--- src/rtl/vbl_pkg.sv ---
package vbl_pkg;

    // Frame phase of the blanking timer
    typedef enum logic {
        PH_ACTIVE = 1'b0,
        PH_BLANK  = 1'b1
    } frame_phase_t;

    // Acceptance state on the CPU side
    typedef enum logic [1:0] {
        ACC_IDLE = 2'd0,
        ACC_OPEN = 2'd1,
        ACC_HELD = 2'd2
    } accept_state_t;

endpackage

--- src/rtl/vbl_frame_timer.sv ---
module vbl_frame_timer
    import vbl_pkg::*;
#(
    parameter int FRAME_CYCLES = 14934,
    parameter int BLANK_CYCLES = 3791
) (
    input  logic clk,
    input  logic rst,
    output logic blank
);
    localparam int ACTIVE_CYCLES = FRAME_CYCLES - BLANK_CYCLES;
    localparam int CW  = $clog2(FRAME_CYCLES);
    localparam int CKW = CW + 1;
    localparam logic [CW-1:0] ACT_LAST = CW'(ACTIVE_CYCLES - 1);
    localparam logic [CW-1:0] BLK_LAST = CW'(BLANK_CYCLES - 1);

    frame_phase_t    phase_q, phase_d;
    logic [CW-1:0]   cnt_q, cnt_d;

    // next-state logic
    always_comb begin
        phase_d = phase_q;
        cnt_d   = cnt_q + 1'b1;
        unique case (phase_q)
            PH_ACTIVE: begin
                if (cnt_q == ACT_LAST) begin
                    phase_d = PH_BLANK;
                    cnt_d   = '0;
                end
            end
            PH_BLANK: begin
                if (cnt_q == BLK_LAST) begin
                    phase_d = PH_ACTIVE;
                    cnt_d   = '0;
                end
            end
        endcase
    end

    // state register
    always_ff @(posedge clk) begin
        if (rst) begin
            phase_q <= PH_ACTIVE;
            cnt_q   <= '0;
        end else begin
            phase_q <= phase_d;
            cnt_q   <= cnt_d;
        end
    end

    // outputs
    always_comb begin
        blank = (phase_q == PH_BLANK);
    end

    // ---------------- checks ----------------
    logic [CKW-1:0] chk_low_run;
    logic [CKW-1:0] chk_gap;
    logic           chk_blank_d;
    logic           chk_seen;

    always_ff @(posedge clk) begin
        if (rst) begin
            chk_low_run <= '0;
            chk_gap     <= '0;
            chk_blank_d <= 1'b0;
            chk_seen    <= 1'b0;
        end else begin
            chk_low_run <= blank ? chk_low_run + 1'b1 : '0;
            chk_gap     <= (blank && !chk_blank_d) ? CKW'(1) : chk_gap + 1'b1;
            chk_blank_d <= blank;
            chk_seen    <= chk_seen | blank;
        end
    end

    // each blanking run is exactly BLANK_CYCLES long
    p_width_r3: assert property (@(posedge clk) disable iff (rst)
        $fell(blank) |-> (chk_low_run == CKW'(BLANK_CYCLES)));

    // spacing of window starts
    p_period_r2: assert property (@(posedge clk) disable iff (rst)
        $rose(blank) |-> (chk_gap == (chk_seen ? CKW'(FRAME_CYCLES) : CKW'(ACTIVE_CYCLES))));

endmodule

--- src/rtl/vbl_accept.sv ---
module vbl_accept
    import vbl_pkg::*;
(
    input  logic clk,
    input  logic rst,
    input  logic window,
    input  logic irq_en,
    input  logic insn_boundary,
    output logic taken
);
    accept_state_t state_q, state_d;
    logic          hit;
    logic          take_now;
    logic          taken_q;

    assign hit = window && irq_en && insn_boundary;

    // next-state logic
    always_comb begin
        state_d  = state_q;
        take_now = 1'b0;
        unique case (state_q)
            ACC_IDLE: begin
                if (hit) begin
                    state_d  = ACC_HELD;
                    take_now = 1'b1;
                end else if (window) begin
                    state_d  = ACC_OPEN;
                end
            end
            ACC_OPEN: begin
                if (!window) begin
                    state_d = ACC_IDLE;
                end else if (hit) begin
                    state_d  = ACC_HELD;
                    take_now = 1'b1;
                end
            end
            ACC_HELD: begin
                if (!window) begin
                    state_d = ACC_IDLE;
                end
            end
            default: begin
                state_d = ACC_IDLE;
            end
        endcase
    end

    // state register
    always_ff @(posedge clk) begin
        if (rst) begin
            state_q <= ACC_IDLE;
        end else begin
            state_q <= state_d;
        end
    end

    // registered strobe output
    always_ff @(posedge clk) begin
        if (rst) begin
            taken_q <= 1'b0;
        end else begin
            taken_q <= take_now;
        end
    end

    assign taken = taken_q;

    // ---------------- checks ----------------
    logic [1:0] chk_taken_cnt;
    logic       chk_win_d;

    always_ff @(posedge clk) begin
        if (rst) begin
            chk_taken_cnt <= '0;
            chk_win_d     <= 1'b0;
        end else begin
            chk_win_d <= window;
            if (window && !chk_win_d) begin
                chk_taken_cnt <= '0;
            end else if (taken && chk_taken_cnt != 2'd3) begin
                chk_taken_cnt <= chk_taken_cnt + 1'b1;
            end
        end
    end

    // strobe lasts one cycle
    p_single_pulse_r6: assert property (@(posedge clk) disable iff (rst)
        taken |=> !taken);

    // strobe only follows a qualified sample
    p_qualified_r6: assert property (@(posedge clk) disable iff (rst)
        taken |-> $past(window && irq_en && insn_boundary));

    // nothing delivered outside the window
    p_no_latch_r7: assert property (@(posedge clk) disable iff (rst)
        (!window && !$past(window)) |-> !taken);

    // at most one acceptance per window
    p_once_per_window_r8: assert property (@(posedge clk) disable iff (rst)
        chk_taken_cnt <= 2'd1);

endmodule

--- src/rtl/vblank_irq_gen.sv ---
module vblank_irq_gen #(
    parameter int FRAME_CYCLES = 14934,
    parameter int BLANK_CYCLES = 3791
) (
    input  logic clk,
    input  logic rst,
    input  logic irq_en,
    input  logic insn_boundary,
    output logic vblank_n,
    output logic blank_access,
    output logic irq_taken
);
    logic blank;

    vbl_frame_timer #(
        .FRAME_CYCLES (FRAME_CYCLES),
        .BLANK_CYCLES (BLANK_CYCLES)
    ) timer_i (
        .clk   (clk),
        .rst   (rst),
        .blank (blank)
    );

    vbl_accept accept_i (
        .clk           (clk),
        .rst           (rst),
        .window        (blank),
        .irq_en        (irq_en),
        .insn_boundary (insn_boundary),
        .taken         (irq_taken)
    );

    assign vblank_n     = ~blank;
    assign blank_access = blank;

    // the line is released during reset
    p_line_idle_in_reset_r1: assert property (@(posedge clk)
        $past(rst) |-> vblank_n);

endmodule

--- config.mk ---
export PLATFORM = sky130hd
export DESIGN_NAME = vblank_irq_gen
export DESIGN_NICKNAME = d
export VERILOG_FILES = /design/src/rtl/vbl_pkg.sv /design/src/rtl/vbl_frame_timer.sv /design/src/rtl/vbl_accept.sv /design/src/rtl/vblank_irq_gen.sv
export SDC_FILE = /design/constraint.sdc
export NUM_CORES = 1
export LEC_CHECK = 0
export ABC_AREA = 1
export BUFFER_PORTS_ARGS = -buffer_cell sky130_fd_sc_hd__buf_2
export CELL_PAD_IN_SITES_DETAIL_PLACEMENT = 1
export CELL_PAD_IN_SITES_GLOBAL_PLACEMENT = 1
export CORE_ASPECT_RATIO = 1.25
export CORE_MARGIN = 2
export CORE_UTILIZATION = 44
export CTS_BUF_LIST = sky130_fd_sc_hd__clkbuf_16
export CTS_CLUSTER_DIAMETER = 40
export DETAILED_ROUTE_END_ITERATION = 16
export GPL_TIMING_DRIVEN = 1
export PLACE_DENSITY_LB_ADDON = 0.2
export SLEW_MARGIN = 15
export SYNTH_ARGS = -nofsm -noshare
export SYNTH_HDL_FRONTEND = slang
export SYNTH_SLANG_ARGS = --single-unit
--- constraint.sdc ---
create_clock -name clk -period 3.55 [get_ports clk]
set_input_delay 0.1775 -clock clk [delete_from_list [all_inputs] [get_ports clk]]
set_output_delay 0.1775 -clock clk [all_outputs]
set_load 0.005 [all_outputs]
==> metrics.md, run 1 <==
| Metric | Value |
|---|---|
| Status | finished clean |
| Synth Area per Inst | 6.96 sq um |
| VDD IR max | 0.281 mV |
| Largest net degree at the start of global routing | 13 |
| Routed vias | 817 |
| Maximum clock insertion buffer count | 2 |
| Worst Path Required | 3730 ps |
| Total CTS buffers | 3 |
| First-pass GRT wire length | 3.68 mm |
| Final Critical Period | 1430 ps |
| Register share of total power | 46.6% |
| I/O Buffers | 6 |
| Leak | 0.400 nW |
| Skew final | 2.57 ps |
| Worst-Margin Slew | 328 ps |
| CP endpoint kind | flop |
| Post-synth top area share | 40.1% |
| Resized cells post-CTS | 0 |
| Global Route Usage Sum | 21.1% |
| Mapped Cells | 129 |
| Vias per cell | 5.17 |
| Core ar. | 1960 sq um |
| Routed Wire Length | 2.18 mm |
| Clk slew on worst S/H paths | 50 ps |
| Final hold vios | 0 |
| Crit path kind | reg2reg |
| Switch share | 19.6% |
| DR DRC count | 0 |
| I/O Pins | 7 |
| Area contributors post-synth | dfxtp_1, nor2_1, nand2_1, inv_1, xor2_1 |
| Slew Limit Fails | 0 |
| Power share of the clock group | 50.2% |
| Detailed-route wire length per cell | 13.8 um |
| Met3 usage | 2.97% |
| Later-pin clock latency in the skew report | 250 ps |
| Htree depth | 1 |
| GR met1 Demand/Resource | 24.0% |
| Placed Cells | 154 |
| Area Overhead vs Synth | 13.6% |
| Yosys cell types | 18 |
| Yosys reg bits | 18 |
| Critical path peak fanout | 12 |
| Post-CTS Setup Bufs | 0 |
| Psw | 0.0878 mW |
| Peak Freq | 701 MHz |
| Global-route met2 utilization | 40.0% |
| Remaining antenna violation count | 0 |
| Yosys top cell by area | dfxtp_1 |
| Final Cycle Share | 40.2% |
| Final HPWL DP | 1.61 mm |
| Comb power frac | 3.3% |
| Max-Cap Viols | 0 |
| Layout Nets | 146 |
| Relative slew slack | 78.0% |
| RSZ-0062 raised after global routing | false |
| PwrDens | 439 nW/um^2 |
| Int Power | 0.361 mW |
| Layout cells sized above 1 | 9.42% |
| CTS Sinks | 18 |
| TritonCTS clock tree | yes |
| WP data arrival | 1600 ps |
| Yosys warns | 0 |
| Syn_nets | 136 |
| Initial cell density of the core | 45.8% |
| Starting DRC count in detailed routing | 12 |
| Row cnt | 18 |
| DIE HEIGHT | 54.5 um |
| GR Overflow Total | 0 |
| Setup_tns | 0 ps |
| Synthesized area | 898 sq um |
| GPL Wtd Cong | 0.792 |
| Vias in the first global route | 835 |
| Sequential area share after synthesis | 40.1% |
| Power, Total | 0.448 mW |
| Setup violators final | 0 |
| DIE WIDTH | 44.4 um |
| Startpoint type of the worst setup path | flop |
| Number of antenna diodes | 0 |
| Die area | 2420 sq um |
| Hold_buf cts | 0 |
| Drt first pass iters | 4 |
| Initial antenna violation count | 0 |
| Root Driver | clkbuf_16 |
| Post-Layout Cell Count | 158 |
| Most used routing layer | met2 |
| Hold crit path type | in2reg |
cells in the final DEF, fill, tap and decap left out:
cell type,instances
a21oi_1,2
buf_2,6
clkbuf_16,3
clkinv_1,1
dfxtp_1,18
ha_1,3
inv_1,17
nand2_1,30
nand2_2,1
nand3_1,9
nand3_2,1
nand4_1,3
nor2_1,31
nor2_2,1
nor3b_1,1
o21bai_1,1
o32ai_1,1
or2_2,1
xnor2_1,2
xor2_1,6
power groups by stage:
| stage | Sequential [mW] | Combinational, mW | Clock, mW |
|---|---|---|---|
| 3_3_place_gp | 0.213 | 0.0143 | 0 |
| 4_1_cts | 0.209 | 0.0149 | 0.229 |
| 6_report | 0.209 | 0.0146 | 0.225 |
| 3_5_place_dp | 0.213 | 0.0147 | 0 |
| 2_1_floorplan | 0.212 | 0.0109 | 0 |
| 5_1_grt | 0.209 | 0.0170 | 0.239 |
per-layer routing:
layer / share of wire (%) / wire (um)
met1: 43 / 943
met2: 54 / 1180
met3: 2.0 / 43
met4: 0.92 / 20
met5: 0 / 0
final cells by class:
type                            instances  area, sq um
Clock buffer                            3         75.1
Multi-Input combinational cell         93          463
Fill cell                             268          938
Timing Repair Buffer                    6         30.0
Tap cell                               20         25.0
Inverter                               17         63.8
Sequential cell                        18          360
Clock inverter                          1         3.75
logic make-up after synthesis:
logic type | Yosys count | share of synthesized area [%]
compound gates | 4 | 2.93
xor+xnor | 8 | 7.80
fa+ha+maj | 3 | 4.18
buf+inv | 18 | 8.36
flops | 18 | 40.1
simple gates | 78 | 36.6
Yosys cell counts:
cell       n
nor3b_1    1
ha_1       3
nor2_1    31
inv_1     17
buf_6      1
nor2_2     1
or2_2      1
nand2_1   30
nand3_1    9
xnor2_1    2
o21bai_1   1
nand2_2    1
nand3_2    1
nand4_1    3
dfxtp_1   18
xor2_1     6
a21oi_1    2
o32ai_1    1
path summary, 6_finish.rpt:
path                            slack, ps  cells after the start           startpoint                   to
worst max-delay path                 2120                      9     timer_i.cnt_q[0]     timer_i.cnt_q[4]
worst min-delay path                  180                      2                  rst    timer_i.cnt_q[12]
worst max register to register       2120                      9     timer_i.cnt_q[0]     timer_i.cnt_q[4]
worst min register to register        460                      1  accept_i.state_q[0]  accept_i.state_q[1]
state kept, by name, indices dropped and copies added (netlist names):
| name | flops |
|---|---|
| timer_i.cnt_q | 14 |
| accept_i.state_q | 2 |
| timer_i.blank | 1 |
| accept_i.taken | 1 |
stage by stage:
step	hold WS, ps	utilization [%]	worst slack, ps	cell area [sq um]
finish	178	52.1	2120	1020
global route	190	52.1	1950	1020
CTS	177	52.1	2090	1020
detailed placement	448	48.1	2100	942
global placement	422	48.1	2180	942
floorplan	247	-	2310	898
critical path, stage by stage, from the launching register on:
cell and delay (ps):
dfxtp_1 400, inv_1 60, ha_1 210, inv_1 50, nor2_1 40, nand2_1 50, nor2_1 50, nand3_1 80
nand3_2 250, nor2_1 170
Power figures use the tool's default switching activity.
==> inputs of run 2 (changes only) <==
--- a/config.mk
+++ b/config.mk
@@ -11,7 +11,7 @@
 export CELL_PAD_IN_SITES_GLOBAL_PLACEMENT = 1
 export CORE_ASPECT_RATIO = 1.25
 export CORE_MARGIN = 2
-export CORE_UTILIZATION = 44
+export CORE_UTILIZATION = 37
 export CTS_BUF_LIST = sky130_fd_sc_hd__clkbuf_16
 export CTS_CLUSTER_DIAMETER = 40
 export DETAILED_ROUTE_END_ITERATION = 16
==> constraint.sdc (replaced) <==
create_clock -name clk -period 1.3 [get_ports clk]
set_input_delay 0.065 -clock clk [delete_from_list [all_inputs] [get_ports clk]]
set_output_delay 0.065 -clock clk [all_outputs]
set_load 0.005 [all_outputs]
==> run 2 against run 1 <==
The flow now finishes with violations (setup timing); global-route usage shrank 0.28 points; via count is 6.4% higher; clock power grew to 2.7 times the previous value; die area grew 17%; routed wire length up 13%; power increased to 2.8 times the previous value; first-iteration DRC count grew 17%; flip-flop and latch count unchanged; hold slack worse by 120 ps; final cell count rose by 12%; highest routed layer unchanged.
==> metrics.md, run 2 (synthesis results as in run 1) <==
| Metric | Value |
|---|---|
| CP max stage cell | dfxtp_1 |
| CP top delay family | simple AND/OR/NAND/NOR gates |
| Routed vias | 869 |
| Area Overhead vs Synth | 31.8% |
| Hold path start | rst |
| Crit. Startpoint | timer_i.cnt_q[4] |
| Reg-to-reg endpoint | timer_i.cnt_q[8] |
| Post-layout util | 52.4% |
| RSZ-0062 raised after global routing | true |
| Multi-input gate area | 548 sq um |
| CP endpoint kind | flop |
| Slack of the worst reg-to-reg path | -40 ps |
| Setup violators final | 12 |
| Commonest non-fill, non-tap cells in the layout | nand2_1, nor2_1, inv_1, dfxtp_1, nor2_2 |
| DIE HEIGHT | 59.1 um |
| Largest net degree at the start of global routing | 10 |
| Top flop regs | timer_i.cnt_q (14), accept_i.state_q (2) |
| CP cell instances | nor2_1 -> nand2_1 -> nor2_1 -> nand2_1 -> nand3_4 -> nor2_1 |
| Hold_buf cts | 0 |
| Final worst slack | -41.0 ps |
| Final Cycle Share | 103% |
| Status | complete, but fails checks |
| Max-Cap Viols | 0 |
| Detailed-route wire length per cell | 14.0 um |
| Vias in the first global route | 907 |
| Power share of the clock group | 49.1% |
| Critical path peak fanout | 6 |
| TritonCTS clock tree | yes |
| PwrDens | 1060 nW/um^2 |
| Crit path kind | reg2reg |
| Vias per cell | 4.91 |
| WP data arrival | 1480 ps |
| Layout Nets | 155 |
| Initial cell density of the core | 39.8% |
| Final HPWL DP | 1.66 mm |
| Number of antenna diodes | 0 |
| Drt first pass iters | 4 |
| Skew final | 2.37 ps |
| Slew Limit Fails | 0 |
| DR DRC count | 0 |
| Maximum clock insertion buffer count | 2 |
| Final Critical Period | 1340 ps |
| WP buf/inv | 0 |
| Hold path depth | 2 |
| Core ar. | 2260 sq um |
| I/O Buffers | 6 |
| Global Route Usage Sum | 20.9% |
| Failing checks | setup timing |
| Startpoint type of the worst setup path | flop |
| CTS Sinks | 18 |
| Clk slew on worst S/H paths | 50 ps |
| Relative slew slack | 80.1% |
| Worst Path Required | 1440 ps |
| Remaining antenna violation count | 0 |
| DIE WIDTH | 48.1 um |
| Layout cells sized above 1 | 28.1% |
| Later-pin clock latency in the skew report | 250 ps |
| Final hold vios | 0 |
| Htree depth | 1 |
| Initial antenna violation count | 0 |
| Hold crit path type | in2reg |
| Crit path top cell by count | nor2_1 |
| Top reg by flops | timer_i.cnt_q |
| Dpl ws | -75.3 ps |
| Comb power frac | 5.6% |
| Switch share | 20.6% |
| CP max stage delay | 380 ps |
| RR Startpoint | timer_i.cnt_q[4] |
| First-pass GRT wire length | 4.08 mm |
| Register area | 364 sq um |
| Worst-Margin Slew | 298 ps |
| Leak | 0.451 nW |
| Total CTS buffers | 3 |
| Fillers | 286 |
| Root Driver | clkbuf_16 |
| Psw | 0.260 mW |
| Int Power | 1.00 mW |
| Register share of total power | 45.3% |
| Hold EP | timer_i.blank |
| Starting DRC count in detailed routing | 14 |
| I/O Pins | 7 |
| GR Overflow Total | 0 |
| Largest register FFs | 14 |
| Peak Freq | 746 MHz |
| Worst Reg2Reg Path Length in Cells | 6 |
| Leading cell type in the layout, fill and taps excluded | nand2_1 |
| GPL Wtd Cong | 0.749 |
| Row cnt | 19 |
| Die area | 2840 sq um |
| Routed Wire Length | 2.47 mm |
| Hold WS | 55.0 ps |
| VDD IR max | 0.779 mV |
run 2: per-layer routing:
metal,up-vias,global-route usage (%),part of all wire (%)
met5,-,0,0
met4,0,10.0,2.3
met3,7,3.35,3.2
met2,15,35.4,53
met1,412,24.3,41
li1,435,-,-
run 2: through the flow:
step	power, mW	area, sq um	setup TNS (ps)	cells
finish	1.26	1180	-309	177
global route	1.29	1180	-1580	177
CTS	1.26	1140	0	177
detailed placement	0.630	1000	-813	171
global placement	0.628	1000	-13.1	171
floorplan	0.609	898	0	129
run 2: power by group through the flow:
stage	Clock (mW)	Sequential (mW)	Combinational, mW
final	0.618	0.571	0.0707
after global routing	0.641	0.572	0.0804
after detailed placement	0	0.580	0.0502
after floorplan	0	0.579	0.0297
after global placement	0	0.579	0.0482
after CTS	0.623	0.571	0.0636
run 2: how the worst max path moves through the flow:
stage                             to  slack [ps]  cells past startpoint
finish              timer_i.cnt_q[8]         -40                      6
global route        timer_i.cnt_q[8]        -150                      7
CTS                 timer_i.cnt_q[8]           6                      9
detailed placement  timer_i.cnt_q[8]         -80                      9
global placement    timer_i.cnt_q[2]          -7                      9
floorplan           timer_i.cnt_q[0]          60                     10
run 2: area by class of cell:
type,count,share of cell area (%)
Inverter,17,5.39
Sequential cell,18,30.8
Tap cell,31,3.28
Clock buffer,3,6.34
Multi-Input combinational cell,94,46.3
Timing Repair Buffer,14,7.93
run 2: timing repair:
action | 4_1_cts | 5_1_grt
setup buffers | 2 | 0
endpoints found under the setup margin | 12 | 14
gates resized for setup | 10 | 14
cloned | 1 | 0
pin swaps | 8 | 12
==> inputs of run 3 (changes only) <==
--- a/config.mk
+++ b/config.mk
@@ -5,13 +5,12 @@
 export SDC_FILE = /design/constraint.sdc
 export NUM_CORES = 1
 export LEC_CHECK = 0
-export ABC_AREA = 1
 export BUFFER_PORTS_ARGS = -buffer_cell sky130_fd_sc_hd__buf_2
 export CELL_PAD_IN_SITES_DETAIL_PLACEMENT = 1
 export CELL_PAD_IN_SITES_GLOBAL_PLACEMENT = 1
 export CORE_ASPECT_RATIO = 1.25
 export CORE_MARGIN = 2
-export CORE_UTILIZATION = 37
+export CORE_UTILIZATION = 38
 export CTS_BUF_LIST = sky130_fd_sc_hd__clkbuf_16
 export CTS_CLUSTER_DIAMETER = 40
 export DETAILED_ROUTE_END_ITERATION = 16
==> run 3 against run 2 <==
The flow still finishes with violations (setup timing); clock power is 3% lower; combinational power fell by 5.8%; count of clock-buffer cells in the layout stayed put; critical path depth grew 1; power down 1.9%; critical path type unchanged; critical endpoint is now timer_i.cnt_q[12].
==> metrics.md, run 3 <==
| Metric | Value |
|---|---|
| Initial antenna violation count | 0 |
| GR Overflow Total | 0 |
| Cell Area, Placed | 1010 sq um |
| Critical path peak fanout | 7 |
| Yosys reg bits | 18 |
| Routed vias | 739 |
| Syn_nets | 100 |
| Synth Area per Inst | 8.92 sq um |
| Startpoint type of the worst setup path | flop |
| Power, Total | 1.24 mW |
| Synthesized area | 830 sq um |
| DIE WIDTH | 45.8 um |
| Skew final | 0.921 ps |
| Final HPWL DP | 1.63 mm |
| Yosys warns | 0 |
| Post-layout util | 55.0% |
| Starting DRC count in detailed routing | 9 |
| Async S/R FF share, synth | 0% |
| Layout cells sized above 1 | 33.1% |
| Leak | 0.436 nW |
| Slew Limit Fails | 0 |
| Maximum clock insertion buffer count | 2 |
| Final Cycle Share | 113% |
| Drt first pass iters | 6 |
| Worst-Margin Slew | 335 ps |
| Final hold vios | 0 |
| Area contributors post-synth | dfxtp_1, xnor2_1, nor2_1, ha_1, nand4_1 |
| Vias per cell | 5.36 |
| PwrDens | 1110 nW/um^2 |
| Core ar. | 2030 sq um |
| Final worst slack | -172 ps |
| Worst Path Required | 1430 ps |
| I/O Buffers | 6 |
| Initial cell density of the core | 40.9% |
| Status | complete, but fails checks |
| Post-Layout Cell Count | 138 |
| Layout Nets | 127 |
| Multi-input gate area | 464 sq um |
| WP data arrival | 1610 ps |
| First-pass GRT wire length | 3.47 mm |
| Yosys top cell by area | dfxtp_1 |
| RSZ-0062 raised after global routing | true |
| Commonest cells post-synth | nor2_1, dfxtp_1, xnor2_1 |
| Clk slew on worst S/H paths | 50 ps |
| Hold WS | 16.3 ps |
| DIE HEIGHT | 56.2 um |
| CTS Sinks | 18 |
| Setup_tns | -2250 ps |
| Area Overhead vs Synth | 34.4% |
| Commonest non-fill, non-tap cells in the layout | nor2_1, buf_4, dfxtp_1 |
| Hold path start | insn_boundary |
| Sequential area share after synthesis | 43.4% |
| Leading cell type in the layout, fill and taps excluded | nor2_1 |
| Most frequent cell after synthesis | nor2_1 |
| Post-route cell area | 1110 sq um |
| Die area | 2580 sq um |
| Remaining antenna violation count | 0 |
| Largest net degree at the start of global routing | 10 |
| Later-pin clock latency in the skew report | 250 ps |
| GPL Wtd Cong | 0.760 |
| DR DRC count | 0 |
| Final Critical Period | 1470 ps |
| RR Startpoint | timer_i.cnt_q[0] |
| Dpl ws | -213 ps |
| VDD IR max | 0.882 mV |
| TritonCTS clock tree | yes |
| Global Route Usage Sum | 18.8% |
| Mapped Cells | 93 |
| Top reg by flops | timer_i.cnt_q |
| Setup violators final | 15 |
| Main synth FF type | dfxtp_1 |
| Total CTS buffers | 3 |
| CP endpoint kind | flop |
| Routed Wire Length | 2.07 mm |
| Failing checks | setup timing |
| Relative slew slack | 77.5% |
| Detailed-route wire length per cell | 15.0 um |
| Root Driver | clkbuf_16 |
| Post-synth top area share | 43.4% |
| Largest register FFs | 14 |
| Yosys cell types | 24 |
| Max-Cap Viols | 0 |
| Number of antenna diodes | 0 |
| Peak Freq | 679 MHz |
| Placed Cells | 134 |
| Vias in the first global route | 844 |
| Htree depth | 1 |
| Top flop regs | timer_i.cnt_q (14), accept_i.state_q (2) |
| Hold crit path type | in2reg |
| I/O Pins | 7 |
| Crit. Startpoint | timer_i.cnt_q[0] |
| Fillers | 238 |
| Register area | 364 sq um |
| Row cnt | 18 |
| Crit path kind | reg2reg |
| EDFF count, synth | 0 |
[run 3: kinds of logic after synthesis]
group	count (synthesis)	synth area share, %
simple gates	49	31.2
flops	18	43.4
xor+xnor	12	12.7
buf+inv	7	4.22
compound gates	4	3.92
fa+ha+maj	3	4.53
[run 3: cell type report]
cell class                 instances  area share [%]
sequential                        18            32.7
clock buffer                       3            6.73
inverter                           5            1.68
tap                               20            2.24
multi-input combinational         68            41.6
timing repair buffer              24            15.0
[run 3: final timing paths]
path / to / slack, ps / depth (start not counted)
hold / removal: accept_i.state_q[0] / 20 / 2
setup reg to reg: timer_i.cnt_q[12] / -170 / 7
hold reg to reg: timer_i.blank / 510 / 2
setup / recovery: timer_i.cnt_q[12] / -170 / 7
[run 3: layer usage]
layer | up-vias | share of wire, % | GRT usage, %
li1 | 369 | - | -
met3 | 5 | 2.5 | 2.92
met4 | 0 | 2.2 | 8.57
met2 | 12 | 55 | 34.6
met5 | - | 0 | 0
met1 | 353 | 40 | 19.4
[run 3: what timing repair did]
item	4_1_cts	5_1_grt
hold endpoints to repair	1	0
gates resized for setup	1	6
hold buffers	1	0
setup buffers	1	2
cloned	0	0
endpoints found under the setup margin	15	15
pin swaps	2	2
[run 3: critical path: stages, from the launching register on]
cell and delay, ps:
dfxtp_2 320, inv_2 40, ha_2 150, nor4b_4 220, nand4_1 190, o211ai_2 210
buf_4 180, nor2_1 60
[run 3: where the power goes]
group / internal (mW) / leakage (nW) / switching (mW) / total, mW
sequential: 0.562 / 0.147 / 0.00759 / 0.570
combinational: 0.0357 / 0.253 / 0.0309 / 0.0666
clock: 0.404 / 0.0370 / 0.195 / 0.599
